--- src/rtl/bulk_tx_framer.sv ---
module bulk_tx_framer #(
  parameter int LEN_W = 16,
  parameter int MP_W  = 11
) (
  input  logic             clk,
  input  logic             rst_n,
  input  logic [MP_W-1:0]  cfg_max_pkt,
  input  logic [LEN_W-1:0] s_len,
  input  logic [7:0]       s_tdata,
  input  logic             s_tvalid,
  output logic             s_tready,
  output logic [7:0]       m_tdata,
  output logic             m_tvalid,
  input  logic             m_tready,
  output logic             m_tlast
);
  localparam int NB = LEN_W + 1;
  localparam int CW = $clog2(NB + 1);

  typedef enum logic [1:0] {S_IDLE, S_HDR, S_BODY, S_PAD} st_t;

  st_t              st;
  logic [1:0]       idx;
  logic [LEN_W-1:0] len_q, left_q;
  logic [MP_W-1:0]  div_q, rem_q;
  logic             no_pad_q;
  logic [NB-1:0]    num_q;
  logic [CW-1:0]    dcnt;

  wire capture   = (st == S_IDLE) && s_tvalid;
  wire div_done  = (dcnt == '0);
  wire pad_need  = !no_pad_q && (rem_q == '0);
  wire [15:0] l16 = 16'(len_q);
  wire [MP_W:0] shl = {rem_q, num_q[NB-1]};
  wire fits      = shl >= {1'b0, div_q};
  wire body_last = (left_q == LEN_W'(1));
  wire body_ok   = !body_last || div_done;
  wire fire      = m_tvalid && m_tready;

  assign s_tready = (st == S_BODY) && m_tready && body_ok;

  always_comb begin
    m_tvalid = 1'b0;
    m_tdata  = 8'h00;
    m_tlast  = 1'b0;
    case (st)
      S_HDR: begin
        m_tvalid = 1'b1;
        case (idx)
          2'd0: m_tdata = l16[7:0];
          2'd1: m_tdata = l16[15:8];
          2'd2: m_tdata = ~l16[7:0];
          default: m_tdata = ~l16[15:8];
        endcase
      end
      S_BODY: begin
        m_tvalid = s_tvalid && body_ok;
        m_tdata  = s_tdata;
        m_tlast  = body_last && !pad_need;
      end
      S_PAD: begin
        m_tvalid = 1'b1;
        m_tdata  = idx[1] ? 8'hFF : 8'h00;
        m_tlast  = (idx == 2'd3);
      end
      default: ;
    endcase
  end

  always_ff @(posedge clk) begin
    if (!rst_n) begin
      num_q    <= '0;
      rem_q    <= '0;
      dcnt     <= '0;
      div_q    <= '0;
      no_pad_q <= 1'b1;
    end else if (capture) begin
      num_q    <= NB'(s_len) + NB'(4);
      rem_q    <= '0;
      dcnt     <= CW'(NB);
      div_q    <= cfg_max_pkt - MP_W'(1);
      no_pad_q <= (cfg_max_pkt <= MP_W'(1));
    end else if (!div_done) begin
      rem_q <= fits ? MP_W'(shl - {1'b0, div_q}) : MP_W'(shl);
      num_q <= num_q << 1;
      dcnt  <= dcnt - CW'(1);
    end
  end

  always_ff @(posedge clk) begin
    if (!rst_n) begin
      st     <= S_IDLE;
      idx    <= '0;
      len_q  <= '0;
      left_q <= '0;
    end else begin
      case (st)
        S_IDLE: if (capture) begin
          len_q  <= s_len;
          left_q <= s_len;
          idx    <= '0;
          st     <= S_HDR;
        end
        S_HDR: if (fire) begin
          idx <= idx + 2'd1;
          if (idx == 2'd3) st <= S_BODY;
        end
        S_BODY: if (fire) begin
          left_q <= left_q - LEN_W'(1);
          if (body_last) begin
            idx <= '0;
            st  <= pad_need ? S_PAD : S_IDLE;
          end
        end
        default: if (fire) begin
          idx <= idx + 2'd1;
          if (idx == 2'd3) st <= S_IDLE;
        end
      endcase
    end
  end
endmodule

--- config.mk ---
export PLATFORM = sky130hd
export DESIGN_NAME = bulk_tx_framer
export DESIGN_NICKNAME = d
export VERILOG_FILES = /design/src/rtl/bulk_tx_framer.sv
export SDC_FILE = /design/constraint.sdc
export NUM_CORES = 1
export LEC_CHECK = 0
export BUFFER_PORTS_ARGS = -buffer_cell sky130_fd_sc_hd__buf_2
export CAP_MARGIN = 10
export CORE_UTILIZATION = 25
export CTS_CLUSTER_SIZE = 40
export DETAILED_ROUTE_END_ITERATION = 12
export PLACE_DENSITY = 0.38
export RECOVER_POWER = 100
export SLEW_MARGIN = 40
export SYNTH_ARGS = -nofsm -noshare
export SYNTH_HDL_FRONTEND = slang
export SYNTH_SLANG_ARGS = --single-unit
--- constraint.sdc ---
create_clock -name clk -period 3.1 [get_ports clk]
set_input_delay 0.93 -clock clk [delete_from_list [all_inputs] [get_ports clk]]
set_output_delay 0.93 -clock clk [all_outputs]
set_load 0.02 [all_outputs]
==> impl_metrics.csv, run 1 <==
group,metric,value,unit
floorplanning,fp.dieW,144.5,um
clocking,root_buffer,"clkbuf_16",
floorplanning,die_h,144.5,um
setup_path,path_depth,6,
global_route,grt_max_degree,61,
placement,placed_area,0.005608,sq mm
synth,synth_ff_type,"dfxtp_1",
floorplanning,core-area,0.01965,sq mm
setup_path,max_stage_delay,0.34,ns
layout,fillers,2209,
route,drt-initial-drc-count,325,
timing,slew_headroom,16.68,%
timing,finalMaxSlewViolations,0,
global_route,antenna_found_initial,0,
route,ant_nets,0,
setup_path,cp-end-kind,"primary output",
layout,nets,769,
status,status,"finished, final reports clean",
setup_path,rr_startpoint,"num_q[16]$_SDFFE_PN0P_",
floorplanning,start_util,25.83,%
synth,syn-instance-count,679,
timing,fin_crit,2.937,ns
pwr,power_density,702.5,mW/mm^2
clocking,cts-buffers-inserted,9,
clocking,cts_hold_buf,0,
route,finalWirelength,15390,um
layout,n_antenna_cell,0,
floorplanning,std_cell_rows,51,
setup_path,crit_path_top_delay_cell,"dfxtp_1",
placement,dp_hpwl,11110,um
floorplanning,fp.dieArea,0.02088,sq mm
setup_path,crit_chain,"nor2_1, and4b_1, and3_1, nand2_1, a31o_2, buf_2",
clocking,h-tree-depth,3,
timing,fin_setup_tns,0,ns
synth,synth_edf_count,0,
layout,multi_input_area,0.003196,sq mm
global_route,grt_pass1_vias,4643,
layout,utilization,29.64,%
setup_path,critPathBufInv,1,
global_route,grt_pass1_wl,25190,um
synth,ys_warn_count,0,
synth,avgSynthCellArea,7.478,sq um
worst_hold_path,hold_path_class,"register to register",
clocking,cts.path.max_buffers,2,
setup_path,rrSetupSlack,0.33,ns
synth,synth_cell_type_count,68,
floorplanning,ios,50,
layout,final_area,0.005826,sq mm
timing,tightest_slew,1.250,ns
route,viasPerCell,4.993,
synth,async_reset_ff_share,0,%
route,num_vias,4868,
pwr,vdd_drop_max,0.0002727,V
synth,ys_ff_latch,81,
setup_path,required,2.17,ns
layout,final_layout_size_suffix_gt1_share,11.83,%
setup_path,critPathMaxFanout,5,
layout,regArea,0.001622,sq mm
synth,syn_nets,741,
setup_path,path_delay_family,"simple AND/OR/NAND/NOR gates",
job,maxCapViolCount,0,
global_route,grt_use_total,15.78,%
pwr,cellLeakagePower,0.002186,uW
timing,whs,0.4724,ns
timing,fin_crit_sh,94.75,%
clocking,cts_tree,"yes",
clocking,cts.sinks,81,
setup_path,critPathArrivalTime,2.01,ns
route,dr.pass1.iters,4,
setup_path,critPathLaunchType,"register",
clocking,clkTransAtPathRegs,0.06,ns
layout,areaGrowthSynthToFinish,14.74,%
timing,finalHoldViolCount,0,
setup_path,rr_worst_depth,9,
worst_hold_path,worstHoldEndpoint,"l16[1]$_SDFFE_PN0P_",
timing,timing.fmax,0.3405,GHz
global_route,gr-total-overflow,0,
synth,synth-seq-area-share,31.94,%
timing,rsz0062_at_grt,"false",
setup_path,r2r-end,"rem_q[9]$_SDFFE_PP0N_",
setup_path,critPathKind,"register to primary output",
placement,port_buffers,49,
worst_hold_path,hp-start,"l16[1]$_SDFFE_PN0P_",
worst_hold_path,worst_hold_path.num_cells,2,
clocking,clk_latency,0.34,ns
placement,gp_congestion,0.7612,
timing,skew,0.007038,ns
timing,fin_ws,0.1628,ns
route,drc_errors,0,
synth,netlist_area,0.005077,sq mm
route,routedWlPerCell,15.79,um
placement,place_worst_setup_slack,0.4502,ns
timing,setup_violations,0,
==> per-stage QoR <==
step / instances / power (uW)
5_1_grt: 975 / 4438
2_1_floorplan: 679 / 2668
3_3_place_gp: 961 / 3140
6_report: 975 / 4092
4_1_cts: 975 / 4195
3_5_place_dp: 961 / 3159
==> logic make-up after synthesis <==
group / count (synthesis) / synth area share, %
adder cells (fa/ha/maj): 23 / 5.816
AND/OR/NAND/NOR: 278 / 26.24
XOR/XNOR: 26 / 4.485
multiplexers: 6 / 1.183
buffers and inverters: 68 / 5.298
flip-flops: 81 / 31.94
AO/OA/AOI/OAI: 197 / 25.04
==> cell usage in the layout (no fill, tap or decap), drive strengths merged, types with 13 or more instances in the layout <==
cell type / Yosys / routed
nor3: 15 / 15
xnor2: 15 / 15
nand2: 111 / 111
clkbuf: 33 / 25
a311oi: 13 / 13
buf: 11 / 47
a21oi: 60 / 60
inv: 23 / 23
ha: 22 / 22
nor2: 59 / 59
dfxtp: 81 / 81
o21ai: 54 / 54
nand3: 22 / 22
==> metal layers <==
layer / global-route usage [%] / part of all wire, % / vias to the layer above
met5: 0 / 0 / -
met4: 5.651 / 1.5 / 0
met3: 2.483 / 3.1 / 21
met2: 23.25 / 44 / 73
met1: 22.89 / 51 / 2292
li1: - / - / 2482
==> synth_stat cells (6+ instances only) <==
master,number,area [sq um]
a211oi_1,10,75.07
a21oi_1,59,295.3
a22oi_1,9,67.56
a311oi_1,13,113.9
and3_1,6,37.54
clkbuf_1,33,123.9
dfxtp_1,81,1622
ha_1,22,275.3
inv_1,23,86.33
mux2i_1,6,60.06
nand2_1,111,416.7
nand2b_1,9,56.30
nand3_1,22,110.1
nand4_1,7,43.79
nor2_1,59,221.5
nor2b_1,11,68.82
nor3_1,15,75.07
nor4_1,8,50.05
o21a_1,7,52.55
o21ai_0,52,260.3
o31ai_1,6,45.04
or3_1,6,37.54
xnor2_1,15,131.4
xor2_1,11,96.34
==> how the worst max path moves through the flow <==
stage / startpoint / end
after global placement: m_tready / s_tready
after global routing: st[0]$_SDFFE_PN0P_ / num_q[5]$_SDFFE_PN0P_
after detailed placement: m_tready / s_tready
final: left_q[2]$_SDFFE_PN0P_ / m_tvalid
after CTS: left_q[10]$_SDFFE_PN0P_ / m_tvalid
after floorplan: idx[0]$_SDFFE_PN0P_ / m_tdata[0]
==> sequential cells by signal, summed over array words and instances, names as in the netlist <==
signal	flops
dcnt	5
left_q	16
idx	2
rem_q	11
l16	16
no_pad_q	1
div_q	11
st	2
num_q	17
==> layout make-up <==
cell class | count | area share [%]
clock buffers | 11 | 4.338
clock inverters | 3 | 0.3007
inverters | 24 | 1.546
multi-input cells | 530 | 54.85
flip-flops and latches | 81 | 27.84
well taps | 265 | 5.692
repair buffers | 61 | 5.434
==> worst reg2reg max path, cell delays in order, from the launching register on <==
cell and delay, ns:
dfxtp_1 0.35, inv_1 0.05, ha_1 0.20, fa_1 0.40, nand2b_1 0.19, a2111oi_0 0.44
a211o_1 0.22, a21oi_1 0.23, or4_1 0.55, nand2_1 0.07
==> power breakdown <==
group	internal [uW]	switching [uW]	total (uW)	leakage, uW
logic	666	1080	1750	0.00139
registers	1200	141	1340	0.000666
clock network	575	431	1010	0.000133
total	2440	1650	4090	0.00219
==> timing repair <==
item | in CTS | in global routing
resized for setup | 0 | 1
buffers inserted | 0 | 0
setup endpoints to repair | 0 | 1
hold endpoints to repair | 0 | 0
Note: power is estimated with default switching activity, not from simulation.
==> run 2, diff against run 1 <==
--- a/config.mk
+++ b/config.mk
@@ -10,6 +10,7 @@
 export CORE_UTILIZATION = 25
 export CTS_CLUSTER_SIZE = 40
 export DETAILED_ROUTE_END_ITERATION = 12
+export MAX_ROUTING_LAYER = met4
 export PLACE_DENSITY = 0.38
 export RECOVER_POWER = 100
 export SLEW_MARGIN = 40
==> run 2 against run 1 <==
First-iteration DRC count shrank 3.4%. Clock skew hardly changed. Clock power hardly changed. Maximum frequency down 0.12%. Worst hold slack is essentially flat. Wire length up 0.12%. Sequential share of layout area hardly changed. Highest routed layer unchanged.
==> impl_metrics.csv, run 2 (synthesized netlist as in run 1, its figures left out) <==
group,metric,value,unit
global_route,grt_pass1_vias,4646,
global_route,grt_use_total,16.23,%
route,drt-initial-drc-count,314,
status,status,"finished, final reports clean",
layout,final_layout_size_suffix_gt1_share,11.69,%
floorplanning,fp.dieArea,0.02088,sq mm
job,maxCapViolCount,0,
clocking,cts-buffers-inserted,9,
setup_path,rr_startpoint,"num_q[16]$_SDFFE_PN0P_",
global_route,grtUsageMet3,2.351,%
clocking,clk_latency,0.34,ns
route,num_vias,4824,
global_route,gr-usage-met2,23.36,%
clocking,clkTransAtPathRegs,0.06,ns
timing,skew,0.007259,ns
layout,areaGrowthSynthToFinish,14.71,%
setup_path,rrSetupSlack,0.28,ns
pwr,power_density,702.0,mW/mm^2
clocking,root_buffer,"clkbuf_16",
layout,largest_register_ffs,17,
layout,top_register,"num_q",
placement,dp_hpwl,11110,um
worst_hold_path,worstHoldEndpoint,"l16[1]$_SDFFE_PN0P_",
layout,final_common_cell,"nand2_1",
route,viasPerCell,4.948,
route,ant_nets,0,
setup_path,critPathLaunchType,"register",
global_route,gr-total-overflow,0,
clocking,cts_hold_buf,0,
global_route,gr-max-usage-layer,"met2",
floorplanning,ios,50,
timing,whs,0.4725,ns
pwr,vdd_drop_max,0.0002744,V
placement,gp_congestion,0.7712,
worst_hold_path,worst_hold_path.num_cells,2,
setup_path,critPathKind,"register to primary output",
clocking,postCtsSetupBuffers,0,
timing,fin_setup_tns,0,ns
pwr,combPwrFrac,42.6,%
pwr,cellLeakagePower,0.002183,uW
setup_path,cp-end-kind,"primary output",
layout,n_antenna_cell,0,
clocking,cts.path.max_buffers,2,
worst_hold_path,hold_path_class,"register to register",
timing,rsz0062_at_grt,"false",
layout,nets,769,
timing,setup_violations,0,
timing,tightest_slew,1.238,ns
timing,fin_crit_sh,94.86,%
placement,port_buffers,49,
route,finalWirelength,15410,um
placement,place_worst_setup_slack,0.4502,ns
clocking,cts_resized,0,
global_route,antenna_found_initial,0,
route,routedWlPerCell,15.80,um
pwr,p_sw_share,40.31,%
floorplanning,die_h,144.5,um
timing,slew_headroom,17.44,%
clocking,h-tree-depth,3,
floorplanning,core-area,0.01965,sq mm
floorplanning,std_cell_rows,51,
global_route,use_met1,22.87,%
clocking,cts.sinks,81,
global_route,grt_max_degree,61,
global_route,grt_pass1_wl,25170,um
floorplanning,start_util,25.83,%
route,dr.pass1.iters,4,
layout,final_cell_mix,"nand2_1 (111), dfxtp_1 (81), a21oi_1 (60)",
timing,fin_crit,2.941,ns
pwr,p_seq_share,32.8,%
pwr,clkPwrFrac,24.6,%
pwr,switchingPower,1648,uW
setup_path,critPathMaxFanout,5,
setup_path,rr_worst_depth,9,
worst_hold_path,hp-start,"l16[1]$_SDFFE_PN0P_",
floorplanning,fp.dieW,144.5,um
setup_path,critPathArrivalTime,2.01,ns
timing,timing.fmax,0.3401,GHz
timing,finalMaxSlewViolations,0,
timing,finalHoldViolCount,0,
pwr,power.internal,2441,uW
setup_path,r2r-end,"rem_q[9]$_SDFFE_PP0N_",
setup_path,required,2.17,ns
timing,fin_ws,0.1593,ns
clocking,cts_tree,"yes",
route,drc_errors,0,
## run 2: cell types whose count changed in the layout (fill, tap and decap cells not counted)
cell / previous run / this run
clkbuf_2: 7 / 6
clkbuf_1: 7 / 8
## run 2: metrics by stage
step	instance area, sq um	power (uW)	utilization (%)	instances
3_5_place_dp	5608	3159	28.53	961
5_1_grt	5824	4434	29.63	975
2_1_floorplan	5077	2668	-	679
6_report	5824	4089	29.63	975
3_3_place_gp	5607	3140	28.53	961
4_1_cts	5878	4195	29.91	975
## run 2: worst max path at each step
stage                            startpoint                     to  slack [ns]  depth (start not counted)
floorplan               idx[0]$_SDFFE_PN0P_             m_tdata[0]        0.57                          5
global placement                   m_tready               s_tready        0.44                          5
detailed placement                 m_tready               s_tready        0.45                          5
CTS                 left_q[10]$_SDFFE_PN0P_               m_tvalid        0.11                          7
global route             st[0]$_SDFFE_PN0P_  num_q[5]$_SDFFE_PN0P_        0.04                          6
finish               left_q[2]$_SDFFE_PN0P_               m_tvalid        0.16                          6
## run 2: layout make-up
cell class,instances,area [sq um]
repair buffers,61,315.3
inverters,24,90.09
flip-flops and latches,81,1622
clock buffers,11,252.7
fillers,2210,13830
multi-input cells,530,3196
clock inverters,3,17.52
well taps,265,331.6
## run 2: worst max-delay path: stages (launching register included)
cell	delay (ns)
dfxtp_1	0.34
nor2_1	0.28
and4b_1	0.29
and3_1	0.27
nand2_1	0.08
a31o_2	0.25
buf_2	0.15
## run 2: power by group through the flow
stage	clock network (uW)	logic (uW)	registers, uW
floorplan	0	1350	1320
global placement	0	1770	1370
detailed placement	0	1790	1370
CTS	1050	1800	1350
global route	1090	1980	1370
finish	1010	1740	1340
## run 2: per-layer routing
| metal | up-vias | wire length, um |
|---|---|---|
| met4 | 0 | 229 |
| met5 | - | 0 |
| met2 | 76 | 6718 |
| met3 | 19 | 550 |
| li1 | 2482 | - |
| met1 | 2247 | 7910 |
